**src/rtl/uie_pkg.sv**
```systemverilog
package uie_pkg;
  localparam int SRC_N   = 6;
  localparam int B_RXHI  = 0;
  localparam int B_TXLO  = 1;
  localparam int B_LINK  = 2;
  localparam int B_MODEM = 3;
  localparam int B_DMA   = 4;
  localparam int B_TXEMP = 5;
  localparam int EXT_LO  = 4;  // lowest extended-only enable
  typedef logic [SRC_N-1:0] src_vec_t;
endpackage

```
**src/rtl/uie_reg.sv**
```systemverilog
module uie_reg
  import uie_pkg::*;
#(
  parameter int DATA_W = 8,
  parameter int ADDR_W = 3,
  parameter int OFS    = 1
) (
  input  logic              clk_i,
  input  logic              rst_ni,
  input  logic              wr_en_i,
  input  logic              rd_en_i,
  input  logic [ADDR_W-1:0] addr_i,
  input  logic [DATA_W-1:0] wdata_i,
  input  logic              ext_mode_i,
  output src_vec_t          en_o,
  output logic [DATA_W-1:0] rdata_o
);
  localparam logic [ADDR_W-1:0] OFS_A = ADDR_W'(OFS);

  src_vec_t en_q, en_d;
  logic     wr_hit, rd_hit;
  logic     unused_wbits;

  assign wr_hit = wr_en_i && (addr_i == OFS_A);
  assign rd_hit = rd_en_i && (addr_i == OFS_A);
  assign unused_wbits = ^wdata_i[DATA_W-1:SRC_N];

  always_comb begin
    en_d = en_q;
    if (wr_hit) en_d = wdata_i[SRC_N-1:0];
    if (!ext_mode_i) en_d[SRC_N-1:EXT_LO] = '0;
  end

  always_ff @(posedge clk_i or negedge rst_ni) begin
    if (!rst_ni) en_q <= '0;
    else         en_q <= en_d;
  end

  assign en_o    = en_q;
  assign rdata_o = rd_hit ? DATA_W'(en_q) : '0;
endmodule

```
**src/rtl/uie_evt.sv**
```systemverilog
module uie_evt
  import uie_pkg::*;
#(
  parameter int CNT_W = 5
) (
  input  logic             clk_i,
  input  logic             rst_ni,
  input  logic             rx_hold_full_i,
  input  logic [CNT_W-1:0] rx_lvl_i,
  input  logic [CNT_W-1:0] rx_thr_i,
  input  logic             rx_tmo_i,
  input  logic [CNT_W-1:0] tx_lvl_i,
  input  logic [CNT_W-1:0] tx_thr_i,
  input  logic             tx_hold_empty_i,
  input  logic             tx_empty_i,
  input  logic             tx_halt_i,
  input  logic             link_stat_i,
  input  logic             modem_stat_i,
  input  logic             dma_en_i,
  input  logic             dma_tc_i,
  output src_vec_t         evt_o,
  output src_vec_t         flg_o
);
  src_vec_t flg_q;

  always_comb begin
    evt_o          = '0;
    evt_o[B_RXHI]  = rx_hold_full_i | (rx_lvl_i >= rx_thr_i) | rx_tmo_i;
    evt_o[B_TXLO]  = (tx_lvl_i < tx_thr_i) | tx_hold_empty_i;
    evt_o[B_LINK]  = link_stat_i | tx_halt_i;
    evt_o[B_MODEM] = modem_stat_i;
    evt_o[B_DMA]   = dma_tc_i & dma_en_i;
    evt_o[B_TXEMP] = tx_empty_i;
  end

  always_ff @(posedge clk_i or negedge rst_ni) begin
    if (!rst_ni) flg_q <= '0;
    else         flg_q <= evt_o;
  end

  assign flg_o = flg_q;
endmodule

```
**src/rtl/uie_irq.sv**
```systemverilog
module uie_irq
  import uie_pkg::*;
(
  input  logic     clk_i,
  input  logic     rst_ni,
  input  src_vec_t evt_i,
  input  src_vec_t en_i,
  input  logic     ext_mode_i,
  output logic     irq_o
);
  src_vec_t hit;
  logic     irq_q;

  for (genvar g = 0; g < SRC_N; g++) begin : g_src
    if (g >= EXT_LO) begin : g_ext
      assign hit[g] = evt_i[g] & en_i[g] & ext_mode_i;
    end else begin : g_base
      assign hit[g] = evt_i[g] & en_i[g];
    end
  end

  always_ff @(posedge clk_i or negedge rst_ni) begin
    if (!rst_ni) irq_q <= 1'b0;
    else         irq_q <= |hit;
  end

  assign irq_o = irq_q;
endmodule

```
**src/rtl/uart_irq_enable.sv**
```systemverilog
module uart_irq_enable
  import uie_pkg::*;
#(
  parameter int DATA_W = 8,
  parameter int ADDR_W = 3,
  parameter int OFS    = 1,
  parameter int CNT_W  = 5
) (
  input  logic              clk_i,
  input  logic              rst_ni,
  input  logic              wr_en_i,
  input  logic              rd_en_i,
  input  logic [ADDR_W-1:0] addr_i,
  input  logic [DATA_W-1:0] wdata_i,
  output logic [DATA_W-1:0] rdata_o,
  input  logic              ext_mode_i,
  input  logic              rx_hold_full_i,
  input  logic [CNT_W-1:0]  rx_lvl_i,
  input  logic [CNT_W-1:0]  rx_thr_i,
  input  logic              rx_tmo_i,
  input  logic [CNT_W-1:0]  tx_lvl_i,
  input  logic [CNT_W-1:0]  tx_thr_i,
  input  logic              tx_hold_empty_i,
  input  logic              tx_empty_i,
  input  logic              tx_halt_i,
  input  logic              link_stat_i,
  input  logic              modem_stat_i,
  input  logic              dma_en_i,
  input  logic              dma_tc_i,
  output logic [SRC_N-1:0]  evt_flags_o,
  output logic              irq_o
);
  src_vec_t en_q, evt;

  uie_reg #(.DATA_W(DATA_W), .ADDR_W(ADDR_W), .OFS(OFS)) i_reg (
    .clk_i, .rst_ni, .wr_en_i, .rd_en_i, .addr_i, .wdata_i, .ext_mode_i,
    .en_o(en_q), .rdata_o
  );

  uie_evt #(.CNT_W(CNT_W)) i_evt (
    .clk_i, .rst_ni, .rx_hold_full_i, .rx_lvl_i, .rx_thr_i, .rx_tmo_i,
    .tx_lvl_i, .tx_thr_i, .tx_hold_empty_i, .tx_empty_i, .tx_halt_i,
    .link_stat_i, .modem_stat_i, .dma_en_i, .dma_tc_i,
    .evt_o(evt), .flg_o(evt_flags_o)
  );

  uie_irq i_irq (
    .clk_i, .rst_ni, .evt_i(evt), .en_i(en_q), .ext_mode_i, .irq_o
  );
endmodule

```
**config.mk**
```make
export PLATFORM = sky130hd
export DESIGN_NAME = uart_irq_enable
export DESIGN_NICKNAME = d
export VERILOG_FILES = /design/src/rtl/uie_pkg.sv /design/src/rtl/uie_reg.sv /design/src/rtl/uie_evt.sv /design/src/rtl/uie_irq.sv /design/src/rtl/uart_irq_enable.sv
export SDC_FILE = /design/constraint.sdc
export NUM_CORES = 1
export LEC_CHECK = 0
export CORE_MARGIN = 2
export CORE_UTILIZATION = 37
export CTS_BUF_LIST = sky130_fd_sc_hd__clkbuf_4 sky130_fd_sc_hd__clkbuf_8
export CTS_CLUSTER_SIZE = 12
export DETAILED_ROUTE_END_ITERATION = 10
export PLACE_DENSITY = 0.92
export SETUP_SLACK_MARGIN = 0.5
export SYNTH_ARGS = -nofsm -noshare
export SYNTH_HDL_FRONTEND = slang
export SYNTH_SLANG_ARGS = --single-unit
export TNS_END_PERCENT = 1
```
**constraint.sdc**
```tcl
create_clock -name clk_i -period 2.5 [get_ports clk_i]
set_input_delay 0.5 -clock clk_i [delete_from_list [all_inputs] [get_ports clk_i]]
set_output_delay 0.5 -clock clk_i [all_outputs]
set_load 0.01 [all_outputs]
```
==> impl_metrics.yaml, run 1 <==
outcome:
  status: "finished clean"
global_routing:
  grt-ovfl-total: 0
  grt_start_max_net_pins: 14
  grt_antenna_before_repair: 0
  grt_usage_pct: 17.9
  grt_pass1_wl_mm: 3.39
  grt_pass1_vias: 750
worst_setup_path:
  crit_type: "in2out"
  cp.required_ps: 2000
  crit_path_cell_trace: "clkdlybuf4s15_1 > nor4bb_2 > buf_4 > buf_6 > buf_4 > and2_4 > buf_6"
  cp-end-kind: "output port"
  cp_top_family: "buffers and inverters"
  cpMaxStageDelayCell: "clkdlybuf4s15_1"
  path_max_fanout: 2
  start_kind: "input port"
  cp_num_buf_inv: 5
  max_stage_delay_ps: 180
  cp.arrival_ps: 1480
clocking:
  cts_root_buf: "clkbuf_4"
  cts_buffer_depth: 2
  numClockSinks: 13
  clk_pin_slew_ps: 80
  cts_tree: "yes"
  numCtsBuffers: 3
  htreeDepth: 1
  worstSkewPairLatency_ps: 270
timing:
  slew_headroom_pct: 64.4
  hold_viol_final: 0
  setup_viol: 0
  finalSetupTns_ps: 0
  maxSlewViolCount: 0
  worst_slew_pin_slew_ps: 532
  rsz0062_at_grt: "yes"
  fin_worst_skew_ps: 3.61
  timing.final.crit_share_pct: 79.3
  fmax_mhz: 505
  post-route-min-period_ps: 1980
pwr:
  powerDensity_mw_per_mm2: 388
  ir_worst_vdd_uv: 347
  leakagePower_nw: 0.657
floorplanning:
  die_area_sq_mm: 0.00253
  die_y_um: 50.3
  die_w_um: 50.3
  ios: 60
  core.rowCount: 16
  core_area_sq_mm: 0.00200
  start_util_pct: 39.6
synthesis:
  synth_cell_type_count: 25
  synth_area_sq_um: 793
  yosysSeqAreaShare_pct: 41.0
  syn_avg_cell_area_sq_um: 10.7
  synth_top_area_share_pct: 41.0
  yosysWarnings: 0
  synth-edff-count: 0
  ys_top_cells_by_area: "dfrtp_1, ha_1, mux2_2"
  synth_seq_cells: 13
  synth-main-ff-cell: "dfrtp_1"
  postSynthCellCount: 74
  synth_area_leader_cell: "dfrtp_1"
  async_flop_share_pct: 100
placement:
  dp_hpwl_mm: 1.77
  port_buffers: 55
  gp_congestion: 0.793
  placed_area_sq_mm: 0.00138
layout:
  drive_above_1_share_pct: 21.3
  layout_commonest_cell: "clkdlybuf4s50_1"
  n_antenna_cell: 0
  num-nets-final: 191
  area_delta_synth_final_pct: 77.9
  postLayoutCellArea_sq_mm: 0.00141
  final_cell_mix: "clkdlybuf4s50_1, dfrtp_1, inv_1, ha_1, buf_2"
route:
  wl_met1_um: 778
  drcViolationCount: 0
  wl_per_cell_um: 13.0
  wl_met2_mm: 1.14
  top_layer_used: "met4"
  firstDrtPassIters: 4
  wirelength_mm: 2.12
  drt_iter0_drc: 2
  wl_met3_um: 142
  drtAntennaViolNets: 0
  vias: 757
  via_per_inst: 4.64
worst_hold_path:
  min_path_type: "reg2reg"
run:
  cap_violations: 0
[flip-flops by register name, indices dropped and copies added, names as in the netlist]
name         flops
i_reg.en_o       6
i_irq.irq_o      1
i_evt.flg_o      6
[cells in the mapped netlist (2+ instances only)]
master,number
mux2_2,4
mux2i_1,2
a21oi_1,3
dfrtp_1,13
nand3_1,2
inv_1,10
ha_1,9
nor4bb_1,2
buf_4,2
nand2_1,4
and2_1,7
nor2b_1,3
[where the power goes]
part / internal, mW / switching [mW]
registers: 0.235 / 0.0143
logic: 0.115 / 0.0580
clock network: 0.0591 / 0.0661
total: 0.409 / 0.138
[metal layers]
| layer | vias up | track usage, % |
|---|---|---|
| li1 | 371 | - |
| met1 | 346 | 18.7 |
| met2 | 36 | 34.0 |
| met3 | 4 | 2.38 |
| met4 | 0 | 9.91 |
| met5 | - | 0 |
[metrics by stage]
step | utilization (%) | setup slack [ps] | hold WS (ps) | instances | power [mW]
2_1_floorplan | - | 672 | 204 | 75 | 0.320
3_5_place_dp | 68.8 | -107 | 525 | 156 | 0.429
6_report | 70.5 | 518 | 548 | 163 | 0.548
4_1_cts | 70.3 | 485 | 544 | 163 | 0.557
3_3_place_gp | 68.8 | -66.9 | 516 | 156 | 0.420
5_1_grt | 70.5 | 470 | 567 | 163 | 0.584
[logic make-up after synthesis]
| logic type | share of synthesized area (%) |
|---|---|
| AND/OR/NAND/NOR | 17.8 |
| buffers and inverters | 7.25 |
| flip-flops | 41.0 |
| AO/OA/AOI/OAI | 11.0 |
| adder cells (fa/ha/maj) | 14.2 |
| multiplexers | 8.20 |
| other | 0.473 |
[cell type report]
class                      count  area (sq um)
sequential                    13           325
timing repair buffer          60           562
clock inverter                 1          5.00
multi-input combinational     49           425
clock buffer                   3          22.5
fill                         169           591
tap                           27          33.8
inverter                      10          37.5
[path summary, 6_finish.rpt]
kind                               start             end  slack, ps  depth (start not counted)
max                            addr_i[0]      rdata_o[1]        520                          7
min                        i_reg.en_o[2]   i_reg.en_o[2]        550                          1
max reg2reg                i_reg.en_o[5]     i_irq.irq_o       1420                          3
min reg2reg                i_reg.en_o[2]   i_reg.en_o[2]        550                          1
max in group asynchronous         rst_ni  i_evt.flg_o[2]       1570                          1
min in group asynchronous         rst_ni  i_evt.flg_o[3]        570                          1
[what timing repair did]
item | CTS | global route
hold buffers | 0 | 0
pin swaps | 3 | 5
setup buffers | 3 | 0
resized for setup | 40 | 4
setup endpoints to repair | 7 | 4
Note: power is estimated with default switching activity, not from simulation.
==> run 2, diff against run 1 <==
- CORE_UTILIZATION: 37 -> 31
- PLACE_DENSITY: 0.92 -> 0.83
- clock period: 2.5 -> 1.65 ns (I/O delays scaled with it)
==> run 2 against run 1 <==
Effect of this change:
- clock-buffer cell count is 1 higher
- sequential power is 52% higher
- largest cell class unchanged
- clock power is 71% higher
- cell count is 1.8% higher
- total power is 60% higher
- global-route usage is 1.8 points lower
- sequential share of layout area is 1.5 points lower
==> impl_metrics.yaml, run 2 (synthesis results as in run 1) <==
outcome:
  status: "finished clean"
floorplanning:
  die_w_um: 54.6
  die_area_sq_mm: 0.00298
  core_area_sq_mm: 0.00245
  start_util_pct: 32.3
  ios: 60
  die_y_um: 54.6
  core.rowCount: 18
pwr:
  ir_worst_vdd_uv: 340
  leakagePower_nw: 0.674
  p_total_uw: 878
  powerDensity_mw_per_mm2: 581
clocking:
  worstSkewPairLatency_ps: 280
  numCtsBuffers: 3
  cts_tree: "yes"
  numClockSinks: 13
  ctsHoldBuffers: 0
  htreeDepth: 1
  cts_root_buf: "clkbuf_4"
  clk_pin_slew_ps: 80
  cts_buffer_depth: 2
run:
  cap_violations: 0
timing:
  hold_viol_final: 0
  fin_worst_skew_ps: 1.42
  slew_headroom_pct: 63.0
  setup_viol: 0
  timing.final.crit_share_pct: 90.8
  post-route-min-period_ps: 1500
  fmax_mhz: 667
  rsz0062_at_grt: "yes"
  worst_slew_pin_slew_ps: 553
  maxSlewViolCount: 0
worst_setup_path:
  crit_path_cell_trace: "buf_8 > nor4bb_4 > buf_4 > buf_6 > and2_4 > buf_6"
  cp.required_ps: 1320
  worst_path_most_repeated_cell: "buf_6"
  start_kind: "input port"
  cp-end-kind: "output port"
  crit_path_end: "rdata_o[1]"
  r2r_end: "i_irq.irq_o"
  cp-startpoint: "addr_i[2]"
  cp.arrival_ps: 1170
  r2r_setup_slack_ps: 580
  cpMaxStageDelayCell: "nor4bb_4"
  max_stage_delay_ps: 260
  worstRegToRegCells: 3
  crit_type: "in2out"
  path_max_fanout: 4
  reg2reg_from: "i_reg.en_o[5]"
layout:
  layout_commonest_cell: "clkdlybuf4s50_1"
  fill_cells: 213
  num-nets-final: 191
  n_antenna_cell: 0
  drive_above_1_share_pct: 33.1
  final_cell_mix: "clkdlybuf4s50_1, dfrtp_1, inv_1, buf_6"
  area_delta_synth_final_pct: 90.4
  utilization_pct: 61.5
placement:
  port_buffers: 55
  dp_hpwl_mm: 1.76
  gp_congestion: 0.744
route:
  vias: 758
  drt_iter0_drc: 7
  wl_per_cell_um: 12.5
  firstDrtPassIters: 4
  drcViolationCount: 0
  drtAntennaViolNets: 0
  via_per_inst: 4.57
  wirelength_mm: 2.07
global_routing:
  grt-ovfl-total: 0
  grt_usage_pct: 16.1
  grt_pass1_vias: 785
  grt_antenna_before_repair: 0
  grt_start_max_net_pins: 14
  grt_pass1_wl_mm: 3.28
worst_hold_path:
  min_path_type: "in2async"
## run 2: per-layer routing
metal  GRT usage [%]  up-vias  wire, um
met2            31.0       30      1200
li1                -      368         -
met1            15.8      355       675
met5               0        -         0
met4            7.50        0        37
met3            3.83        5       152
## run 2: report_power, final
part / switching, mW / internal, mW
Sequential: 0.0224 / 0.356
Clock: 0.104 / 0.110
Combinational: 0.0988 / 0.187
Total: 0.225 / 0.653
## run 2: what timing repair did
item,in CTS,in global routing
setup buffers,2,0
endpoints found under the setup margin,22,22
pin swaps,8,2
cloned,0,0
resized for setup,69,7
## run 2: worst min-delay path by stage
stage,from,end,slack [ps],cells after the start
global route,rst_ni,i_reg.en_o[0],460,1
finish,rst_ni,i_evt.flg_o[0],410,1
detailed placement,i_reg.en_o[0],i_reg.en_o[0],530,1
global placement,i_reg.en_o[3],i_reg.en_o[3],520,1
floorplan,rst_ni,i_evt.flg_o[0],30,0
CTS,rst_ni,i_evt.flg_o[5],430,1
## run 2: cell type report
| cell class | instances | area [sq um] | area share [%] |
|---|---|---|---|
| Sequential cell | 13 | 325 | 21.5 |
| Clock buffer | 4 | 30.0 | 1.99 |
| Multi-Input combinational cell | 49 | 505 | 33.5 |
| Timing Repair Buffer | 60 | 569 | 37.7 |
| Inverter | 10 | 42.5 | 2.82 |
| Tap cell | 30 | 37.5 | 2.49 |
## run 2: stage by stage
| step | worst slack [ps] | instance area (sq um) | instances | setup TNS, ps | hold WS [ps] |
|---|---|---|---|---|---|
| detailed placement | -615 | 1420 | 160 | -4720 | 527 |
| CTS | 136 | 1470 | 166 | 0 | 426 |
| finish | 151 | 1510 | 166 | 0 | 407 |
| global route | 115 | 1510 | 166 | 0 | 455 |
| floorplan | 191 | 827 | 75 | 0 | 34.4 |
| global placement | -575 | 1420 | 160 | -4370 | 519 |
## run 2: worst max-delay path, delay by kind of cell
kind                   cells  cell delay [ps]
buffers and inverters      4              460
AND/OR/NAND/NOR            2              390
